## config.mk

```make
export PLATFORM = sky130hd
export DESIGN_NAME = smb_regbank
export DESIGN_NICKNAME = d
export VERILOG_FILES = /design/src/rtl/smb_pkg.sv /design/src/rtl/smb_bus_events.sv /design/src/rtl/smb_regfile.sv /design/src/rtl/smb_slave_fsm.sv /design/src/rtl/smb_regbank.sv
export SDC_FILE = /design/constraint.sdc
export NUM_CORES = 1
export LEC_CHECK = 0
export ABC_AREA = 1
export CORE_MARGIN = 2
export CORE_UTILIZATION = 64
export CTS_BUF_LIST = sky130_fd_sc_hd__clkbuf_4 sky130_fd_sc_hd__clkbuf_8
export CTS_CLUSTER_SIZE = 24
export DETAILED_ROUTE_END_ITERATION = 10
export GPL_TIMING_DRIVEN = 0
export MAX_ROUTING_LAYER = met4
export PLACE_DENSITY = 0.82
export SKIP_CTS_REPAIR_TIMING = 1
export SLEW_MARGIN = 20
export SYNTH_ARGS = -nofsm -noshare
export SYNTH_HDL_FRONTEND = slang
export SYNTH_SLANG_ARGS = --single-unit
```

## constraint.sdc

```tcl
create_clock -name clk -period 2.28 [get_ports clk]
set_input_delay 0.342 -clock clk [delete_from_list [all_inputs] [get_ports clk]]
set_output_delay 0.342 -clock clk [all_outputs]
set_load 0.05 [all_outputs]
```

## src/rtl/smb_pkg.sv

```systemverilog
package smb_pkg;

  localparam int BYTE_W = 8;
  localparam int BITS_W = 4;

  typedef enum logic [3:0] {
    ST_IDLE,
    ST_ADDR,
    ST_ADDR_ACK,
    ST_CMD,
    ST_CMD_ACK,
    ST_WDATA,
    ST_WDATA_ACK,
    ST_RDATA,
    ST_RDATA_ACK,
    ST_IGNORE
  } smb_state_e;

endpackage

```

## src/rtl/smb_bus_events.sv

```systemverilog
module smb_bus_events (
  input  logic clk,
  input  logic rst_n,
  input  logic scl_i,
  input  logic sda_i,
  output logic scl_rise,
  output logic scl_fall,
  output logic start_det,
  output logic stop_det
);

  logic scl_q;
  logic sda_q;

  // Previous levels; the idle bus is high on both wires.
  always_ff @(posedge clk or negedge rst_n) begin
    if (!rst_n) begin
      scl_q <= 1'b1;
      sda_q <= 1'b1;
    end else begin
      scl_q <= scl_i;
      sda_q <= sda_i;
    end
  end

  always_comb begin
    scl_rise  = !scl_q && scl_i;
    scl_fall  = scl_q && !scl_i;
    start_det = scl_q && scl_i && sda_q && !sda_i;
    stop_det  = scl_q && scl_i && !sda_q && sda_i;
  end

endmodule

```

## src/rtl/smb_regfile.sv

```systemverilog
module smb_regfile #(
  parameter int NUM_REGS = 4,
  parameter int IDX_W    = 7
) (
  input  logic                       clk,
  input  logic                       rst_n,
  input  logic                       wr_en,
  input  logic [IDX_W-1:0]           wr_idx,
  input  logic [smb_pkg::BYTE_W-1:0] wr_data,
  input  logic [IDX_W-1:0]           rd_idx,
  output logic [smb_pkg::BYTE_W-1:0] rd_data,
  output logic [smb_pkg::BYTE_W-1:0] reg0_q
);
  import smb_pkg::*;

  localparam int            SEL_W   = (NUM_REGS > 1) ? $clog2(NUM_REGS) : 1;
  localparam logic [IDX_W-1:0] LIMIT = IDX_W'(NUM_REGS);

  logic [NUM_REGS-1:0][BYTE_W-1:0] regs_q;
  logic [NUM_REGS-1:0][BYTE_W-1:0] regs_d;
  logic [NUM_REGS-1:0]             hit;

  function automatic logic [BYTE_W-1:0] reset_value(input int idx);
    return (idx == 0) ? 8'h7C : 8'h00;
  endfunction

  for (genvar g = 0; g < NUM_REGS; g++) begin : g_reg
    // Register 0 keeps its top bit at zero; the others are fully writable.
    localparam logic [BYTE_W-1:0] WMASK = (g == 0) ? 8'h7F : 8'hFF;
    assign hit[g]    = wr_en && (wr_idx == IDX_W'(g));
    assign regs_d[g] = hit[g] ? (wr_data & WMASK) : regs_q[g];
  end

  always_ff @(posedge clk or negedge rst_n) begin
    if (!rst_n) begin
      for (int i = 0; i < NUM_REGS; i++) regs_q[i] <= reset_value(i);
    end else if (wr_en) begin
      regs_q <= regs_d;
    end
  end

  always_comb begin
    if (rd_idx < LIMIT) rd_data = regs_q[rd_idx[SEL_W-1:0]];
    else                rd_data = '0;
  end

  assign reg0_q = regs_q[0];

  AST_RSVD_BIT_LOW: assert property (@(posedge clk) disable iff (!rst_n)
    !regs_q[0][7]);
  AST_OOR_WRITE_DISCARD: assert property (@(posedge clk) disable iff (!rst_n)
    (wr_en && (wr_idx >= LIMIT)) |=> $stable(regs_q));

endmodule

```

## src/rtl/smb_slave_fsm.sv

```systemverilog
module smb_slave_fsm #(
  parameter logic [6:0] DEV_ADDR = 7'h69,
  parameter int         NUM_REGS = 4,
  parameter int         IDX_W    = 7
) (
  input  logic                       clk,
  input  logic                       rst_n,
  input  logic                       scl_i,
  input  logic                       sda_i,
  input  logic                       scl_rise,
  input  logic                       scl_fall,
  input  logic                       start_det,
  input  logic                       stop_det,
  input  logic [smb_pkg::BYTE_W-1:0] rd_data,
  output logic [IDX_W-1:0]           rd_idx,
  output logic                       wr_en,
  output logic [IDX_W-1:0]           wr_idx,
  output logic [smb_pkg::BYTE_W-1:0] wr_data,
  output logic                       sda_oe
);
  import smb_pkg::*;

  localparam logic [BITS_W-1:0] FULL  = BITS_W'(BYTE_W);
  localparam logic [BYTE_W-1:0] COUNT = BYTE_W'(NUM_REGS);
  localparam logic [IDX_W-1:0]  PMAX  = '1;

  smb_state_e          state_q, state_d;
  logic [BITS_W-1:0]   bits_q, bits_d;
  logic [BYTE_W-1:0]   rx_q, rx_d;
  logic [BYTE_W-1:0]   tx_q, tx_d;
  logic [IDX_W-1:0]    ptr_q, ptr_d;
  logic                blk_q, blk_d;
  logic                first_q, first_d;
  logic                rw_q, rw_d;
  logic                mack_q, mack_d;
  logic [IDX_W-1:0]    ptr_inc;

  assign ptr_inc = (ptr_q == PMAX) ? ptr_q : ptr_q + 1'b1;

  always_comb begin
    state_d = state_q;
    bits_d  = bits_q;
    rx_d    = rx_q;
    tx_d    = tx_q;
    ptr_d   = ptr_q;
    blk_d   = blk_q;
    first_d = first_q;
    rw_d    = rw_q;
    mack_d  = mack_q;
    wr_en   = 1'b0;

    if (stop_det) begin
      state_d = ST_IDLE;
    end else if (start_det) begin
      state_d = ST_ADDR;
      bits_d  = '0;
    end else begin
      unique case (state_q)
        ST_ADDR, ST_CMD, ST_WDATA: begin
          if (scl_rise && (bits_q < FULL)) begin
            rx_d   = {rx_q[BYTE_W-2:0], sda_i};
            bits_d = bits_q + 1'b1;
          end else if (scl_fall && (bits_q == FULL)) begin
            bits_d = '0;
            if (state_q == ST_ADDR) begin
              if (rx_q[7:1] == DEV_ADDR) begin
                state_d = ST_ADDR_ACK;
                rw_d    = rx_q[0];
              end else begin
                state_d = ST_IGNORE;
              end
            end else if (state_q == ST_CMD) begin
              state_d = ST_CMD_ACK;
              ptr_d   = IDX_W'(rx_q[6:0]);
              blk_d   = !rx_q[7];
              first_d = !rx_q[7];
            end else begin
              state_d = ST_WDATA_ACK;
              if (first_q) begin
                first_d = 1'b0;
              end else begin
                wr_en = 1'b1;
                ptr_d = ptr_inc;
              end
            end
          end
        end
        ST_ADDR_ACK: begin
          if (scl_fall) begin
            if (rw_q) begin
              state_d = ST_RDATA;
              bits_d  = '0;
              if (blk_q && first_q) begin
                tx_d    = COUNT;
                first_d = 1'b0;
              end else begin
                tx_d  = rd_data;
                ptr_d = ptr_inc;
              end
            end else begin
              state_d = ST_CMD;
            end
          end
        end
        ST_CMD_ACK, ST_WDATA_ACK: begin
          if (scl_fall) state_d = ST_WDATA;
        end
        ST_RDATA: begin
          if (scl_rise && (bits_q < FULL)) begin
            bits_d = bits_q + 1'b1;
          end else if (scl_fall) begin
            if (bits_q == FULL) begin
              state_d = ST_RDATA_ACK;
              bits_d  = '0;
            end else begin
              tx_d = {tx_q[BYTE_W-2:0], 1'b0};
            end
          end
        end
        ST_RDATA_ACK: begin
          if (scl_rise) begin
            mack_d = !sda_i;
          end else if (scl_fall) begin
            if (mack_q) begin
              state_d = ST_RDATA;
              tx_d    = rd_data;
              ptr_d   = ptr_inc;
            end else begin
              state_d = ST_IGNORE;
            end
          end
        end
        default: ;
      endcase
    end
  end

  always_ff @(posedge clk or negedge rst_n) begin
    if (!rst_n) begin
      state_q <= ST_IDLE;
      bits_q  <= '0;
      rx_q    <= '0;
      tx_q    <= '0;
      ptr_q   <= '0;
      blk_q   <= 1'b0;
      first_q <= 1'b0;
      rw_q    <= 1'b0;
      mack_q  <= 1'b0;
    end else begin
      state_q <= state_d;
      bits_q  <= bits_d;
      rx_q    <= rx_d;
      tx_q    <= tx_d;
      ptr_q   <= ptr_d;
      blk_q   <= blk_d;
      first_q <= first_d;
      rw_q    <= rw_d;
      mack_q  <= mack_d;
    end
  end

  assign rd_idx  = ptr_q;
  assign wr_idx  = ptr_q;
  assign wr_data = rx_q;

  always_comb begin
    unique case (state_q)
      ST_ADDR_ACK, ST_CMD_ACK, ST_WDATA_ACK: sda_oe = 1'b1;
      ST_RDATA:                              sda_oe = !tx_q[BYTE_W-1];
      default:                               sda_oe = 1'b0;
    endcase
  end

  AST_PULL_ONLY_SCL_LOW: assert property (@(posedge clk) disable iff (!rst_n)
    $rose(sda_oe) |-> !scl_i);
  AST_STOP_TO_IDLE: assert property (@(posedge clk) disable iff (!rst_n)
    stop_det |=> (state_q == ST_IDLE));
  AST_START_TO_ADDR: assert property (@(posedge clk) disable iff (!rst_n)
    (start_det && !stop_det) |=> (state_q == ST_ADDR));
  AST_IGNORE_RELEASED: assert property (@(posedge clk) disable iff (!rst_n)
    (state_q == ST_IGNORE) |-> !sda_oe);

endmodule

```

## src/rtl/smb_regbank.sv

```systemverilog
module smb_regbank #(
  parameter logic [6:0] DEV_ADDR = 7'h69,
  parameter int         NUM_REGS = 4
) (
  input  logic       clk,
  input  logic       rst_n,
  input  logic       scl_i,
  input  logic       sda_i,
  output logic       sda_oe,
  output logic [4:0] chan_en
);
  import smb_pkg::*;

  localparam int IDX_W  = 7;
  localparam int CH_LSB = 2;
  localparam int CH_N   = 5;

  logic              scl_rise, scl_fall, start_det, stop_det;
  logic              wr_en;
  logic [IDX_W-1:0]  wr_idx, rd_idx;
  logic [BYTE_W-1:0] wr_data, rd_data, reg0_q;

  smb_bus_events u_events (
    .clk       (clk),
    .rst_n     (rst_n),
    .scl_i     (scl_i),
    .sda_i     (sda_i),
    .scl_rise  (scl_rise),
    .scl_fall  (scl_fall),
    .start_det (start_det),
    .stop_det  (stop_det)
  );

  smb_slave_fsm #(
    .DEV_ADDR (DEV_ADDR),
    .NUM_REGS (NUM_REGS),
    .IDX_W    (IDX_W)
  ) u_fsm (
    .clk       (clk),
    .rst_n     (rst_n),
    .scl_i     (scl_i),
    .sda_i     (sda_i),
    .scl_rise  (scl_rise),
    .scl_fall  (scl_fall),
    .start_det (start_det),
    .stop_det  (stop_det),
    .rd_data   (rd_data),
    .rd_idx    (rd_idx),
    .wr_en     (wr_en),
    .wr_idx    (wr_idx),
    .wr_data   (wr_data),
    .sda_oe    (sda_oe)
  );

  smb_regfile #(
    .NUM_REGS (NUM_REGS),
    .IDX_W    (IDX_W)
  ) u_regs (
    .clk     (clk),
    .rst_n   (rst_n),
    .wr_en   (wr_en),
    .wr_idx  (wr_idx),
    .wr_data (wr_data),
    .rd_idx  (rd_idx),
    .rd_data (rd_data),
    .reg0_q  (reg0_q)
  );

  assign chan_en = reg0_q[CH_LSB +: CH_N];

endmodule

```

; After elaboration in Yosys (flattened, before gate mapping)
; Index checks and enable logic that the tools add are counted.
[totals]
regBits = 68
in_bits = 4
[classes]
n_addsub = 2
magnitude_cmp = 3
eq_ne = 42
n_mux = 69
bitwise = 4
n_reduce_logical = 42
[op_table]
columns = op, count
row1 = 2-to-1 mux 4 bit, 22
row2 = 2-to-1 mux 8 bit, 11
row3 = 2-to-1 mux 7 bit, 12
row4 = inequality test 4 x 3 -> 1 bit (second input constant), 6
row5 = case mux 8 bit (3 select lines), 1
row6 = case mux 7 bit (3 select lines), 1
row7 = AND reduction 7 bit, 3
row8 = case mux 4 bit (5 select lines), 1
row9 = binary-select mux 8 bit (select 2 bit), 1
row10 = == test 4 x 3 -> 1 bit (second input constant), 4
row11 = 2-to-1 mux 1 bit, 15
row12 = == test 7 x 2 -> 1 bit (second input constant), 2
row13 = == test 7 bit (second input constant), 2
row14 = logical AND 1 bit, 14
row15 = inequality test 2 x 1 -> 1 bit (second input constant), 7
row16 = AND reduction 13 bit, 1
row17 = inequality test 2 bit (second input constant), 6
row18 = inequality test 4 x 2 -> 1 bit (second input constant), 3
row19 = inequality test 4 bit (second input constant), 3
row20 = case mux 4 bit (3 select lines), 1
row21 = AND reduction 11 bit, 1
row22 = AND reduction 10 bit, 1
row23 = AND reduction 9 bit, 1
row24 = == test 4 x 2 -> 1 bit (second input constant), 2
row25 = other kinds (24), 41

; Depth between registers and ports, before layout
[depth]
word_depth = 10
depth_mapped = 11
depth_no_buf = 11

; Hierarchy
; Synthesis repeated with hierarchy kept, for this count alone.
[unflattened]
cells_unflattened = 588
hier_area_um2 = 4149.0
[by_module_without_submodules]
columns = module, n_inst, cells_each, area_per_inst_um2, seq_area_each_um2
row1 = smb_slave_fsm, 1, 345, 2336.0, 875.8
row2 = smb_regfile, 1, 230, 1719.1, 782.0
row3 = smb_bus_events, 1, 13, 93.8, 52.6

; Least setup slack after synthesis
; OpenSTA, ideal clock, no wires.
[synth_timing]
kind = register -> output
startpoint = register u_fsm.state_q[2]
endpoint = output sda_oe
t_arrival_ps = 1533
path_slack_ps = 405
path_stages_with_launch = 5
path_cell_list = dfrtp_1 -> inv_2 -> nor2_1 -> nand2_2 -> o21bai_1
[synth_via]
elab_chain_len = 3
elab_cells_between_ends = 6
cone_classes = 4 x eq/ne / 1 x mux / 1 x reduce/logical
[synth_rtl]
columns = item, line
row1 = from (decl), smb_slave_fsm.sv:27  ; smb_state_e state_q, state_d;
row2 = from (signal assigned), smb_slave_fsm.sv:150  ; state_q <= state_d;
row3 = == test 4 x 2 -> 1 bit / == test 4 x 3 -> 1 bit (equally long branches), smb_slave_fsm.sv:167  ; unique case (state_q)
row4 = OR reduction 3 bit, smb_slave_fsm.sv:167
row5 = case mux 1 bit (2 select lines) (*), smb_slave_fsm.sv:167
row6 = to (decl), smb_regbank.sv:9  ; output logic sda_oe,
; Every way passes the cells marked *; elsewhere a longest branch is shown, timed or not.

; Worst setup path in the final report
[layout_timing]
startpoint = register u_regs.regs_q (netlist bit u_regs.reg0_q[4])
endpoint = output chan_en[2]
[layout_rtl]
columns = item, line
row1 = from (decl), smb_regfile.sv:19  ; logic [NUM_REGS-1:0][BYTE_W-1:0] regs_q;
row2 = from (signal assigned), smb_regfile.sv:38  ; regs_q <= regs_d;
row3 = to (decl), smb_regbank.sv:10  ; output logic [4:0] chan_en
; No word-level cell between the ends.

==> impl_metrics.env <==
export IMPL_drive_gt1_share_pct=16.37
export IMPL_max_slew_worst_pin_slew_ns=0.5960
export IMPL_pwr_density_cell_nw_per_um2=1129
export IMPL_finalCriticalPeriod_ns=2.139
export IMPL_path_class="reg2out"
export IMPL_hpwl_um=6974
export IMPL_layout_nets=561
export IMPL_dpl_cell_area_um2=4253
export IMPL_cp_cell_sequence="buf_4, clkdlybuf4s50_1"
export IMPL_power_leakage_nw=2.251
export IMPL_post_synth_num_cell_types=33
export IMPL_dieArea_um2=6983
export IMPL_start_util_pct=67.23
export IMPL_netlist_top_cells_area="dfrtp_1 (38%), nand2_1 (17%), o21ai_0 (5.6%)"
export IMPL_tns_ns=0
export IMPL_routabilityCongestion=0.9450
export IMPL_status="finished clean"
export IMPL_die_h_um=83.57
export IMPL_worstSkewPairLatency_ns=0.35
export IMPL_htreeDepth=3
export IMPL_fin_total_pwr_mw=5.056
export IMPL_reg2reg_to="u_regs.reg0_q[2]"
export IMPL_rsz0062_at_grt="no"
export IMPL_placementRows=28
export IMPL_via_count=3681
export IMPL_yosysTopAreaCellShare_pct=37.68
export IMPL_reg2reg_slack_ns=0.26
export IMPL_cts_buffers=9
export IMPL_port_buffers=9
export IMPL_worstPathRequired_ns=1.94
export IMPL_synth_largest_area_cell="dfrtp_1"
export IMPL_overflow=0
export IMPL_vias_per_cell=5.834
export IMPL_critical_path_buf_inv_count=2
export IMPL_grt_pass1_vias=3520
export IMPL_cp_top_family="buffers and inverters"
export IMPL_area_growth_pct=10.50
export IMPL_ys_ff_latch=68
export IMPL_cpMaxStageDelayCell="clkdlybuf4s50_1"
export IMPL_die_x_um=83.57
export IMPL_first_pass_iters=5
export IMPL_final_area_um2=4477
export IMPL_avgSynthCellArea_um2=7.659
export IMPL_syn_num_nets=539
export IMPL_cts_root_buf="clkbuf_8"
export IMPL_rr_worst_depth=7
export IMPL_cap_viol_max_count=0
export IMPL_slew_viol_final=0
export IMPL_wirelength_um=9956
export IMPL_ir_worst_vdd_v=0.0008320
export IMPL_hold_viol=0
export IMPL_layout_common_cells="nand2_1 (184), dfrtp_1 (61), o21ai_0 (45)"
export IMPL_core_um2=6026
export IMPL_grt_start_max_net_pins=40
export IMPL_drtAntennaViolNets=0
export IMPL_synth_edff_count=0
export IMPL_syn_area_um2=4051
export IMPL_r2r_start="u_fsm.rd_idx[0]"
export IMPL_max_freq_mhz=467.5
export IMPL_hold_class="in2async"
export IMPL_clkTransAtPathRegs_ns=0.08
export IMPL_wl_per_cell_um=15.78
export IMPL_fin_crit_sh_pct=93.82
export IMPL_final_util_pct=74.29
export IMPL_pin_count=10
export IMPL_synth_seq_area_share_pct=42.22
export IMPL_antenna_found_initial=0
export IMPL_skew_ns=0.01380
export IMPL_dr_first_iter_drc_count=393
export IMPL_final_common_cell="nand2_1"
export IMPL_clockBufferDepth=2
export IMPL_grt_pass1_wl_um=16510
export IMPL_path_max_fanout=3
export IMPL_n_antenna_cell=0
export IMPL_cts_tree="built"
export IMPL_synth_ff_type="dfrtp_1"
export IMPL_netlist_instances=529
export IMPL_crit_path_max_incr_delay_ns=0.79
export IMPL_route_detailed_drc=0
export IMPL_setup_violations=0
export IMPL_grt_usage_pct=30.39
export IMPL_cts_sinks=68
export IMPL_async_reset_ff_share_pct=100.0
export IMPL_yosysWarnings=0
export IMPL_slew_headroom_pct=60.12
export IMPL_critPathLaunchType="register"
export IMPL_critPathCaptureType="output port"
export IMPL_critPathArrivalTime_ns=1.80
export IMPL_hold_slack_ns=0.4538
export IMPL_worstSetupStartpoint="u_regs.reg0_q[4]"
[cell usage after synthesis (5+ instances only)]
master / n
nand2_1: 184
buf_4: 6
nor2_1: 44
nand3_1: 41
nand2_2: 5
dfrtp_1: 61
ha_1: 6
o21ai_0: 45
nor2_4: 6
a21oi_1: 5
o21ai_1: 17
buf_2: 5
inv_2: 6
o21ai_2: 15
dfstp_2: 7
inv_1: 39
[worst max-delay path by stage]
stage                         to  slack [ns]  depth (start not counted)
6_report              chan_en[2]        0.14                          2
5_1_grt                   sda_oe        0.05                          5
4_1_cts                   sda_oe       -0.28                          5
3_5_place_dp    u_fsm.wr_data[5]        0.06                          5
3_3_place_gp   u_regs.regs_q[20]       -1.33                          1
2_1_floorplan             sda_oe        0.41                          4
[cell type report]
| type | count | area, um^2 |
|---|---|---|
| fill | 469 | 1549 |
| buffer | 15 | 107.6 |
| inverter | 46 | 172.7 |
| sequential | 68 | 1710 |
| timing repair buffer | 11 | 112.6 |
| clock buffer | 10 | 131.4 |
| tap | 75 | 93.84 |
| multi-input combinational | 400 | 2061 |
| clock inverter | 6 | 87.58 |
[routing by layer]
metal	routed length (um)	up-vias	global-route usage [%]
met5	0	-	-
met4	209	0	10.70
met3	606	26	6.330
met1	4411	1735	40.43
li1	-	1759	-
met2	4728	161	46.55
[cell families (layout without fill, tap and decap cells)]
group,count (synthesis),in the layout,synth area share [%]
buffers and inverters,61,88,6.917
flip-flops,68,68,42.22
AND/OR/NAND/NOR,307,307,36.47
XOR/XNOR,2,2,0.4324
AO/OA/AOI/OAI,85,85,12.11
adder cells (fa/ha/maj),6,6,1.853
[per-stage QoR]
stage | instances | setup slack (ns)
floorplan | 529 | 0.4051
global placement | 613 | -1.327
detailed placement | 614 | 0.06393
CTS | 630 | -0.2829
global route | 631 | 0.05075
finish | 631 | 0.1410
[registers in the layout, indices dropped and copies added, names as in the netlist]
signal          count
u_events.scl_q      1
u_events.sda_q      1
u_fsm.bits_q        4
u_fsm.blk_q         1
u_fsm.first_q       1
u_fsm.mack_q        1
u_fsm.rd_idx        7
u_fsm.rw_q          1
u_fsm.state_q       4
u_fsm.tx_q          8
u_fsm.wr_data       8
u_regs.reg0_q       7
u_regs.regs_q      24
[power breakdown]
group | total (mW) | leakage [nW] | switching (mW) | internal (mW)
clock network | 1.12 | 0.114 | 0.485 | 0.630
registers | 1.66 | 0.900 | 0.237 | 1.42
logic | 2.28 | 1.24 | 1.64 | 0.639
Note: power is estimated with default switching activity, not from simulation.
